$ cat src/rtl/apb_seq_pkg.sv
package apb_seq_pkg;
   typedef enum logic [1:0] {
      PH_IDLE   = 2'd0,
      PH_SETUP  = 2'd1,
      PH_ACCESS = 2'd2
   } bus_phase_e;
endpackage

$ cat src/rtl/seq_phase_fsm.sv
module seq_phase_fsm
   import apb_seq_pkg::*;
(
   input  logic       clk,
   input  logic       rst_n,
   input  logic       accept,
   input  logic       pready,
   output bus_phase_e phase,
   output logic       psel,
   output logic       penable,
   output logic       complete
);
   bus_phase_e phase_nxt;

   always_comb begin
      phase_nxt = phase;
      unique case (phase)
         PH_IDLE:   if (accept) phase_nxt = PH_SETUP;
         PH_SETUP:  phase_nxt = PH_ACCESS;
         PH_ACCESS: if (pready) phase_nxt = accept ? PH_SETUP : PH_IDLE;
         default:   phase_nxt = PH_IDLE;
      endcase
   end

   always_ff @(posedge clk or negedge rst_n) begin
      if (!rst_n) phase <= PH_IDLE;
      else        phase <= phase_nxt;
   end

   assign psel     = (phase != PH_IDLE);
   assign penable  = (phase == PH_ACCESS);
   assign complete = (phase == PH_ACCESS) && pready;

   // a setup cycle is followed by an access cycle
   assert_setup_then_access_R2: assert property (@(posedge clk) disable iff (!rst_n)
      (psel && !penable) |=> (psel && penable));

   // enable only with select
   assert_enable_needs_select_R1: assert property (@(posedge clk) disable iff (!rst_n)
      penable |-> psel);
endmodule

$ cat src/rtl/seq_cmd_hold.sv
module seq_cmd_hold #(
   parameter int ADDR_W = 16,
   parameter int DATA_W = 32
) (
   input  logic              clk,
   input  logic              rst_n,
   input  logic              load,
   input  logic [ADDR_W-1:0] in_addr,
   input  logic              in_write,
   input  logic [DATA_W-1:0] in_wdata,
   output logic [ADDR_W-1:0] paddr,
   output logic              pwrite,
   output logic [DATA_W-1:0] pwdata
);
   always_ff @(posedge clk or negedge rst_n) begin
      if (!rst_n) begin
         paddr  <= '0;
         pwrite <= 1'b0;
         pwdata <= '0;
      end else if (load) begin
         paddr  <= in_addr;
         pwrite <= in_write;
         pwdata <= in_wdata;
      end
   end
endmodule

$ cat src/rtl/seq_rsp_capture.sv
module seq_rsp_capture #(
   parameter int DATA_W = 32,
   parameter bit ERR_EN = 1'b1
) (
   input  logic              clk,
   input  logic              rst_n,
   input  logic              complete,
   input  logic [DATA_W-1:0] prdata,
   input  logic              pslverr,
   output logic              rsp_valid,
   output logic [DATA_W-1:0] rsp_rdata,
   output logic              rsp_err
);
   always_ff @(posedge clk or negedge rst_n) begin
      if (!rst_n) begin
         rsp_valid <= 1'b0;
         rsp_rdata <= '0;
      end else begin
         rsp_valid <= complete;
         if (complete) rsp_rdata <= prdata;
      end
   end

   generate
      if (ERR_EN) begin : g_err
         always_ff @(posedge clk or negedge rst_n) begin
            if (!rst_n)        rsp_err <= 1'b0;
            else if (complete) rsp_err <= pslverr;
         end
      end else begin : g_no_err
         assign rsp_err = 1'b0;
      end
   endgenerate

   // a response pulse only follows a completion
   assert_rsp_after_done_R7: assert property (@(posedge clk) disable iff (!rst_n)
      rsp_valid |-> $past(complete));
endmodule

$ cat src/rtl/apb_txn_sequencer.sv
module apb_txn_sequencer
   import apb_seq_pkg::*;
#(
   parameter int ADDR_W = 16,
   parameter int DATA_W = 32,
   parameter bit ERR_EN = 1'b1
) (
   input  logic              clk,
   input  logic              rst_n,
   input  logic              req_valid,
   output logic              req_ready,
   input  logic [ADDR_W-1:0] req_addr,
   input  logic              req_write,
   input  logic [DATA_W-1:0] req_wdata,
   output logic              rsp_valid,
   output logic [DATA_W-1:0] rsp_rdata,
   output logic              rsp_err,
   output logic              psel,
   output logic              penable,
   output logic [ADDR_W-1:0] paddr,
   output logic              pwrite,
   output logic [DATA_W-1:0] pwdata,
   input  logic              pready,
   input  logic [DATA_W-1:0] prdata,
   input  logic              pslverr
);
   localparam int BYTE_LANES = DATA_W / 8;

   generate
      if (ADDR_W < 1 || ADDR_W > 32) begin : g_bad_addr
         $error("apb_txn_sequencer: ADDR_W out of range");
      end
      if ((DATA_W != 8 && DATA_W != 16 && DATA_W != 32) || BYTE_LANES * 8 != DATA_W) begin : g_bad_data
         $error("apb_txn_sequencer: DATA_W must be 8, 16 or 32");
      end
   endgenerate

   bus_phase_e phase;
   logic       complete;
   logic       accept;

   assign req_ready = (phase == PH_IDLE) || complete;
   assign accept    = req_valid && req_ready;

   seq_phase_fsm u_fsm (
      .clk      (clk),
      .rst_n    (rst_n),
      .accept   (accept),
      .pready   (pready),
      .phase    (phase),
      .psel     (psel),
      .penable  (penable),
      .complete (complete)
   );

   seq_cmd_hold #(.ADDR_W(ADDR_W), .DATA_W(DATA_W)) u_hold (
      .clk      (clk),
      .rst_n    (rst_n),
      .load     (accept),
      .in_addr  (req_addr),
      .in_write (req_write),
      .in_wdata (req_wdata),
      .paddr    (paddr),
      .pwrite   (pwrite),
      .pwdata   (pwdata)
   );

   seq_rsp_capture #(.DATA_W(DATA_W), .ERR_EN(ERR_EN)) u_rsp (
      .clk       (clk),
      .rst_n     (rst_n),
      .complete  (complete),
      .prdata    (prdata),
      .pslverr   (pslverr),
      .rsp_valid (rsp_valid),
      .rsp_rdata (rsp_rdata),
      .rsp_err   (rsp_err)
   );

   // outputs frozen across a wait cycle
   assert_wait_hold_R3: assert property (@(posedge clk) disable iff (!rst_n)
      (psel && penable && !pready) |=>
         (psel && penable && $stable(paddr) && $stable(pwrite) && $stable(pwdata)));

   // back-to-back goes straight to setup
   assert_b2b_setup_R4: assert property (@(posedge clk) disable iff (!rst_n)
      (psel && penable && pready && req_valid) |=> (psel && !penable));

   // no pending command returns to idle
   assert_done_to_idle_R5: assert property (@(posedge clk) disable iff (!rst_n)
      (psel && penable && pready && !req_valid) |=> (!psel && !penable));

   // request window only in idle or on completion
   assert_ready_window_R6: assert property (@(posedge clk) disable iff (!rst_n)
      req_ready |-> (!psel || (penable && pready)));

   // completion yields a response pulse next cycle
   assert_rsp_pulse_R7: assert property (@(posedge clk) disable iff (!rst_n)
      (psel && penable && pready) |=> rsp_valid);
endmodule

$ cat config.mk
export PLATFORM = sky130hd
export DESIGN_NAME = apb_txn_sequencer
export DESIGN_NICKNAME = d
export VERILOG_FILES = /design/src/rtl/apb_seq_pkg.sv /design/src/rtl/seq_phase_fsm.sv /design/src/rtl/seq_cmd_hold.sv /design/src/rtl/seq_rsp_capture.sv /design/src/rtl/apb_txn_sequencer.sv
export SDC_FILE = /design/constraint.sdc
export NUM_CORES = 1
export LEC_CHECK = 0
export BUFFER_PORTS_ARGS = -buffer_cell sky130_fd_sc_hd__buf_2
export CAP_MARGIN = 20
export CORE_ASPECT_RATIO = 2
export CORE_MARGIN = 10
export CORE_UTILIZATION = 44
export DETAILED_ROUTE_END_ITERATION = 10
export HOLD_SLACK_MARGIN = 0.1
export PLACE_DENSITY = 0.79
export SETUP_SLACK_MARGIN = 0.05
export SLEW_MARGIN = 20
export SYNTH_ARGS = -nofsm -noshare
export SYNTH_HDL_FRONTEND = slang
export SYNTH_SLANG_ARGS = --single-unit
$ cat constraint.sdc
create_clock -name clk -period 1.98 [get_ports clk]
set_input_delay 0.198 -clock clk [delete_from_list [all_inputs] [get_ports clk]]
set_output_delay 0.198 -clock clk [all_outputs]
set_load 0.05 [all_outputs]
==> impl_metrics.yaml, run 1 <==
run_status:
  outcome: "complete, no violations"
clock_network:
  cts_setup_buffers: 0
  cts_buffers: 9
  root_buffer: "clkbuf_16"
  postCtsResizedCells: 0
  cts_sinks: 85
  clk_latency_ns: 0.33
  path_clk_slew_ns: 0.06
  h-tree-depth: 3
  tritoncts: "built"
  cts_hold_buf: 76
  cts_buffer_depth: 2
yosys:
  syn_avg_cell_area_um2: 17.5
  yosys.area_share.xor_xnor_pct: 0
  synthCells: 184
  syn-num-nets: 270
  yosysUniqueCellTypes: 10
  synth_simple_gate_area_share_pct: 1.79
  synth_compound_area_share_pct: 0
  synth_seq_cells: 85
  synthMuxAreaShare_pct: 29.1
  seq_area_frac_synth_pct: 66.1
  synth_top_family_by_area: "multiplexers"
  synth_fa_ha_area_share_pct: 0
  syn_area_um2: 3220
  synth_warnings: 0
sta:
  setup_viol: 0
  skew_ns: 0.00533
  fmax_mhz: 644
  drv_slew: 0
  rsz0062_at_grt: "false"
  final_hold_viol_count: 0
  setup_tns_ns: 0
  finalWorstPathRequiredPeriod_ns: 1.55
  period_share_pct: 78.4
  relSlewSlack_pct: 77.9
  hold_ws_ns: 0.109
  tightest_slew_ns: 0.331
placed_design:
  hpwlAfterDp_um: 6520
  io_buffers: 171
  gp_congestion: 0.773
floorplan:
  chipHeight_um: 141
  die_x_um: 80.5
  coreArea_um2: 7210
  initial_core_util_pct: 44.6
  ios: 172
  die_area_um2: 11300
  fp-row-count: 44
routing:
  viasPerCell: 4.68
  wirelength_um: 9750
  drt-initial-drc-count: 73
  wl_per_cell_um: 18.3
  drc: 0
  first_pass_iters: 3
  antenna_left: 0
  route.vias.total: 2494
global_routing:
  grt_pass1_wl_um: 15200
  track_usage_pct: 17.7
  grt-ovfl-total: 0
  grt_max_degree: 51
  antenna_found_initial: 0
  grt_pass1_vias: 2867
layout:
  final_cell_mix: "buf_2, dfrtp_1, mux2_2"
  mostFrequentLayoutCell: "buf_2"
  final_nets: 524
  drive_gt1_share_pct: 62.6
  area_growth_pct: 62.5
  fillers: 464
  seqCellArea_um2: 2130
  antennaDiodeCount: 0
  multi_input_area_um2: 992
critical_path:
  start_kind: "register"
  worstPathRequired_ns: 2.20
  arrival_ns: 1.77
  crit_type: "register to register"
  end_kind: "register"
  rr_worst_depth: 4
  path_max_fanout: 50
pwr:
  power_density_nw_per_um2: 1640
  p_clk_share_pct: 19.4
  netSwitchingFraction_pct: 46.2
  intPower_mw: 4.62
  p_comb_share_pct: 49.2
  leakage_nw: 2.55
  vdd_drop_max_uv: 900
  p_sw_mw: 3.98
  seqPwrFrac_pct: 31.4
hold_path:
  holdPathStages: 2
  hold_class: "primary input to register"
run:
  cap_violations: 0
-- cell usage after synthesis --
cell type,instances,area [um2]
dfrtp_1,85,2130
nor2b_4,1,13.8
mux2_2,83,935
nor2b_2,1,8.76
inv_1,2,7.51
nor2_1,1,3.75
or2_2,1,6.26
nor3b_4,1,18.8
nand2_2,1,6.26
buf_6,8,90.1
-- metal layers --
layer,track usage (%),wire length [um],up-vias
li1,-,-,1151
met1,16.7,3210,1214
met2,31.2,5380,110
met3,7.83,938,19
met4,7.93,217,0
met5,0,0,-
-- cells by family (layout without fill, tap and decap cells) --
group / Yosys count / count (layout)
flip-flops: 85 / 85
multiplexers: 83 / 83
AND/OR/NAND/NOR: 6 / 6
buffers and inverters: 10 / 267
-- through the flow --
stage | setup slack, ns | area, um2 | util [%] | std cells | power (mW)
detailed placement | 0.444 | 4170 | 57.8 | 443 | 6.84
global route | 0.362 | 5230 | 72.5 | 533 | 8.96
CTS | 0.419 | 5230 | 72.5 | 533 | 8.66
floorplan | 0.268 | 3220 | - | 184 | 5.80
global placement | 0.477 | 4170 | 57.8 | 443 | 6.74
finish | 0.427 | 5230 | 72.5 | 533 | 8.60
-- power by group through the flow --
| stage | Sequential, mW | Combinational [mW] | Clock (mW) |
|---|---|---|---|
| after global placement | 2.67 | 4.07 | 0 |
| after global routing | 2.78 | 4.40 | 1.79 |
| final | 2.70 | 4.23 | 1.67 |
| after CTS | 2.69 | 4.25 | 1.73 |
| after detailed placement | 2.71 | 4.13 | 0 |
| after floorplan | 4.97 | 0.830 | 0 |
-- sequential cells by signal (all words and copies together) (netlist names) --
register / count
u_hold.pwdata: 32
u_rsp.rsp_rdata: 32
u_hold.paddr: 16
u_fsm.phase: 2
u_hold.pwrite: 1
u_rsp.rsp_err: 1
u_rsp.rsp_valid: 1
-- path summary, 6_finish.rpt --
kind	startpoint	to	slack, ns
max in group asynchronous	rst_n	u_rsp.rsp_rdata[1]$_DFFE_PN0P_	1.11
worst min register to register	u_rsp.rsp_rdata[13]$_DFFE_PN0P_	u_rsp.rsp_rdata[13]$_DFFE_PN0P_	0.50
worst max-delay path	u_fsm.phase[1]$_DFFE_PN0P_	u_hold.paddr[8]$_DFFE_PN0P_	0.43
worst min-delay path	req_wdata[14]	u_hold.pwdata[14]$_DFFE_PN0P_	0.11
min in group asynchronous	rst_n	u_hold.paddr[11]$_DFFE_PN0P_	0.27
worst max register to register	u_fsm.phase[1]$_DFFE_PN0P_	u_hold.paddr[8]$_DFFE_PN0P_	0.43
-- layout make-up --
cell class	count	share of cell area [%]
well taps	92	2.20
repair buffers	251	32.3
flip-flops and latches	85	40.7
multi-input cells	89	19.0
clock inverters	1	0.574
inverters	2	0.144
clock buffers	13	5.17
-- critical path, stage by stage, from the launching register on --
cell and delay, ns:
dfrtp_1 0.40, nor2b_4 0.15, nor3b_4 0.20, buf_12 0.29
mux2_2 0.38
Power figures use the tool's default switching activity.
==> run 2, diff against run 1 <==
==> constraint.sdc (replaced) <==
create_clock -name clk -period 1.57 [get_ports clk]
set_input_delay 0.157 -clock clk [delete_from_list [all_inputs] [get_ports clk]]
set_output_delay 0.157 -clock clk [all_outputs]
set_load 0.05 [all_outputs]
==> impl_metrics.yaml, run 2 (synthesized netlist as in run 1, its figures left out) <==
routing:
  drc: 0
  antenna_left: 0
  viasPerCell: 4.76
  first_pass_iters: 4
  wl_per_cell_um: 18.6
  wirelength_um: 10200
  drt-initial-drc-count: 100
  route.vias.total: 2611
global_routing:
  grt_pass1_vias: 3014
  grt_pass1_wl_um: 15400
  grt_max_degree: 86
  antenna_found_initial: 1
  track_usage_pct: 17.6
  grt-ovfl-total: 0
placed_design:
  preCtsSetupSlack_ns: 0.0435
  place_area_um2: 4180
  place_inst: 444
  gp_congestion: 0.734
  hpwlAfterDp_um: 6490
  io_buffers: 171
critical_path:
  worstPathCellList: "nor2b_4 -> nor3b_4 -> buf_4 -> buf_12 -> mux2_2"
  crit_type: "register to register"
  slowest_stage: "dfrtp_1"
  crit_family: "flip-flops"
  path_max_fanout: 18
  end_kind: "register"
  crit_path_max_incr_delay_ns: 0.39
  path_buf_inv: 2
  start_kind: "register"
  worstPathRequired_ns: 1.77
  arrival_ns: 1.74
clock_network:
  h-tree-depth: 3
  tritoncts: "built"
  clk_latency_ns: 0.33
  cts_sinks: 85
  cts_buffers: 9
  cts_buffer_depth: 2
  path_clk_slew_ns: 0.06
  root_buffer: "clkbuf_16"
sta:
  setup_tns_ns: 0
  tightest_slew_ns: 0.445
  finalWorstPathRequiredPeriod_ns: 1.53
  final_hold_viol_count: 0
  worst_slack_ns: 0.0357
  skew_ns: 0.00616
  fmax_mhz: 652
  rsz0062_at_grt: "true"
  setup_viol: 0
  relSlewSlack_pct: 70.3
  drv_slew: 0
  period_share_pct: 97.7
run_status:
  outcome: "complete, no violations"
layout:
  mostFrequentLayoutCell: "buf_2"
  postLayoutCellArea_um2: 5380
  multi_input_area_um2: 997
  area_growth_pct: 67.1
  drive_gt1_share_pct: 62.3
  reg_top3: "u_hold.pwdata: 32 flops, u_rsp.rsp_rdata: 32 flops, u_hold.paddr: 16 flops"
  fillers: 452
  final_nets: 537
  seqCellArea_um2: 2130
  final_cell_mix: "buf_2, dfrtp_1, mux2_2, dlygate4sd3_1, clkbuf_16"
  final_cells: 549
floorplan:
  ios: 172
  die_x_um: 80.5
  chipHeight_um: 141
  coreArea_um2: 7210
  fp-row-count: 44
  die_area_um2: 11300
  initial_core_util_pct: 44.6
pwr:
  seqPwrFrac_pct: 31.2
  leakage_nw: 2.62
  vdd_drop_max_uv: 1280
  intPower_mw: 5.82
  p_sw_mw: 5.08
  p_comb_share_pct: 50.0
  netSwitchingFraction_pct: 46.6
  p_clk_share_pct: 18.7
  power_density_nw_per_um2: 2030
run:
  cap_violations: 0
hold_path:
  hold_class: "primary input to register"
run 2: changes by cell type in the layout (fill, tap and decap cells not counted), moves of 2 or more:
cell,delta
dlygate4sd3_1,+7
clkinv_2,+4
buf_4,+3
clkbuf_8,-2
run 2: per-stage QoR:
step                hold slack, ns  power, mW  util (%)
finish                       0.306       10.9      74.5
floorplan                   -0.139       7.32         -
global placement             0.219       8.52      58.0
CTS                          0.298       10.9      73.5
global route                 0.328       11.4      74.5
detailed placement           0.229       8.64      58.0
run 2: metal layers:
layer / vias to the layer above / wire, um / track usage, %
met5: - / 0 / 0
met4: 0 / 292 / 8.96
met3: 22 / 665 / 5.67
met2: 98 / 6170 / 33.3
met1: 1308 / 3070 / 15.4
li1: 1183 / - / -
run 2: final timing paths:
kind	from	endpoint	slack (ns)	cells after the start
min	pready	u_rsp.rsp_valid$_DFF_PN0_	0.31	4
max reg2reg	u_fsm.phase[1]$_DFFE_PN0P_	u_hold.pwdata[6]$_DFFE_PN0P_	0.04	5
max	u_fsm.phase[1]$_DFFE_PN0P_	u_hold.pwdata[6]$_DFFE_PN0P_	0.04	5
min in group asynchronous	rst_n	u_rsp.rsp_err$_DFFE_PN0P_	0.41	3
min reg2reg	u_rsp.rsp_rdata[3]$_DFFE_PN0P_	u_rsp.rsp_rdata[3]$_DFFE_PN0P_	0.50	1
max in group asynchronous	rst_n	u_hold.pwdata[6]$_DFFE_PN0P_	0.80	3
run 2: power by group through the flow:
stage | combinational (mW) | sequential, mW | clock, mW
6_report | 5.45 | 3.40 | 2.04
5_1_grt | 5.66 | 3.52 | 2.19
4_1_cts | 5.39 | 3.38 | 2.10
3_5_place_dp | 5.22 | 3.41 | 0
3_3_place_gp | 5.16 | 3.37 | 0
2_1_floorplan | 1.05 | 6.27 | 0
run 2: final cells by class:
| cell class | instances | area share [%] |
|---|---|---|
| flip-flops and latches | 85 | 39.6 |
| repair buffers | 264 | 34.1 |
| multi-input cells | 89 | 18.6 |
| clock buffers | 11 | 4.52 |
| well taps | 92 | 2.14 |
| clock inverters | 5 | 0.931 |
| inverters | 2 | 0.140 |
| diodes | 1 | 0.0466 |
run 2: worst register-to-register path, cell delays in order, from the launching register on:
cell	delay, ns
dfrtp_1	0.39
nor2b_4	0.15
nor3b_4	0.20
buf_4	0.17
buf_12	0.16
mux2_2	0.36
run 2: what timing repair did:
action / CTS / global route
pin swaps: 0 / 1
hold endpoints to repair: 167 / 0
gates resized for setup: 0 / 3
hold buffers: 83 / 0
setup endpoints to repair: 10 / 50
cloned: 0 / 2
setup buffers: 0 / 3
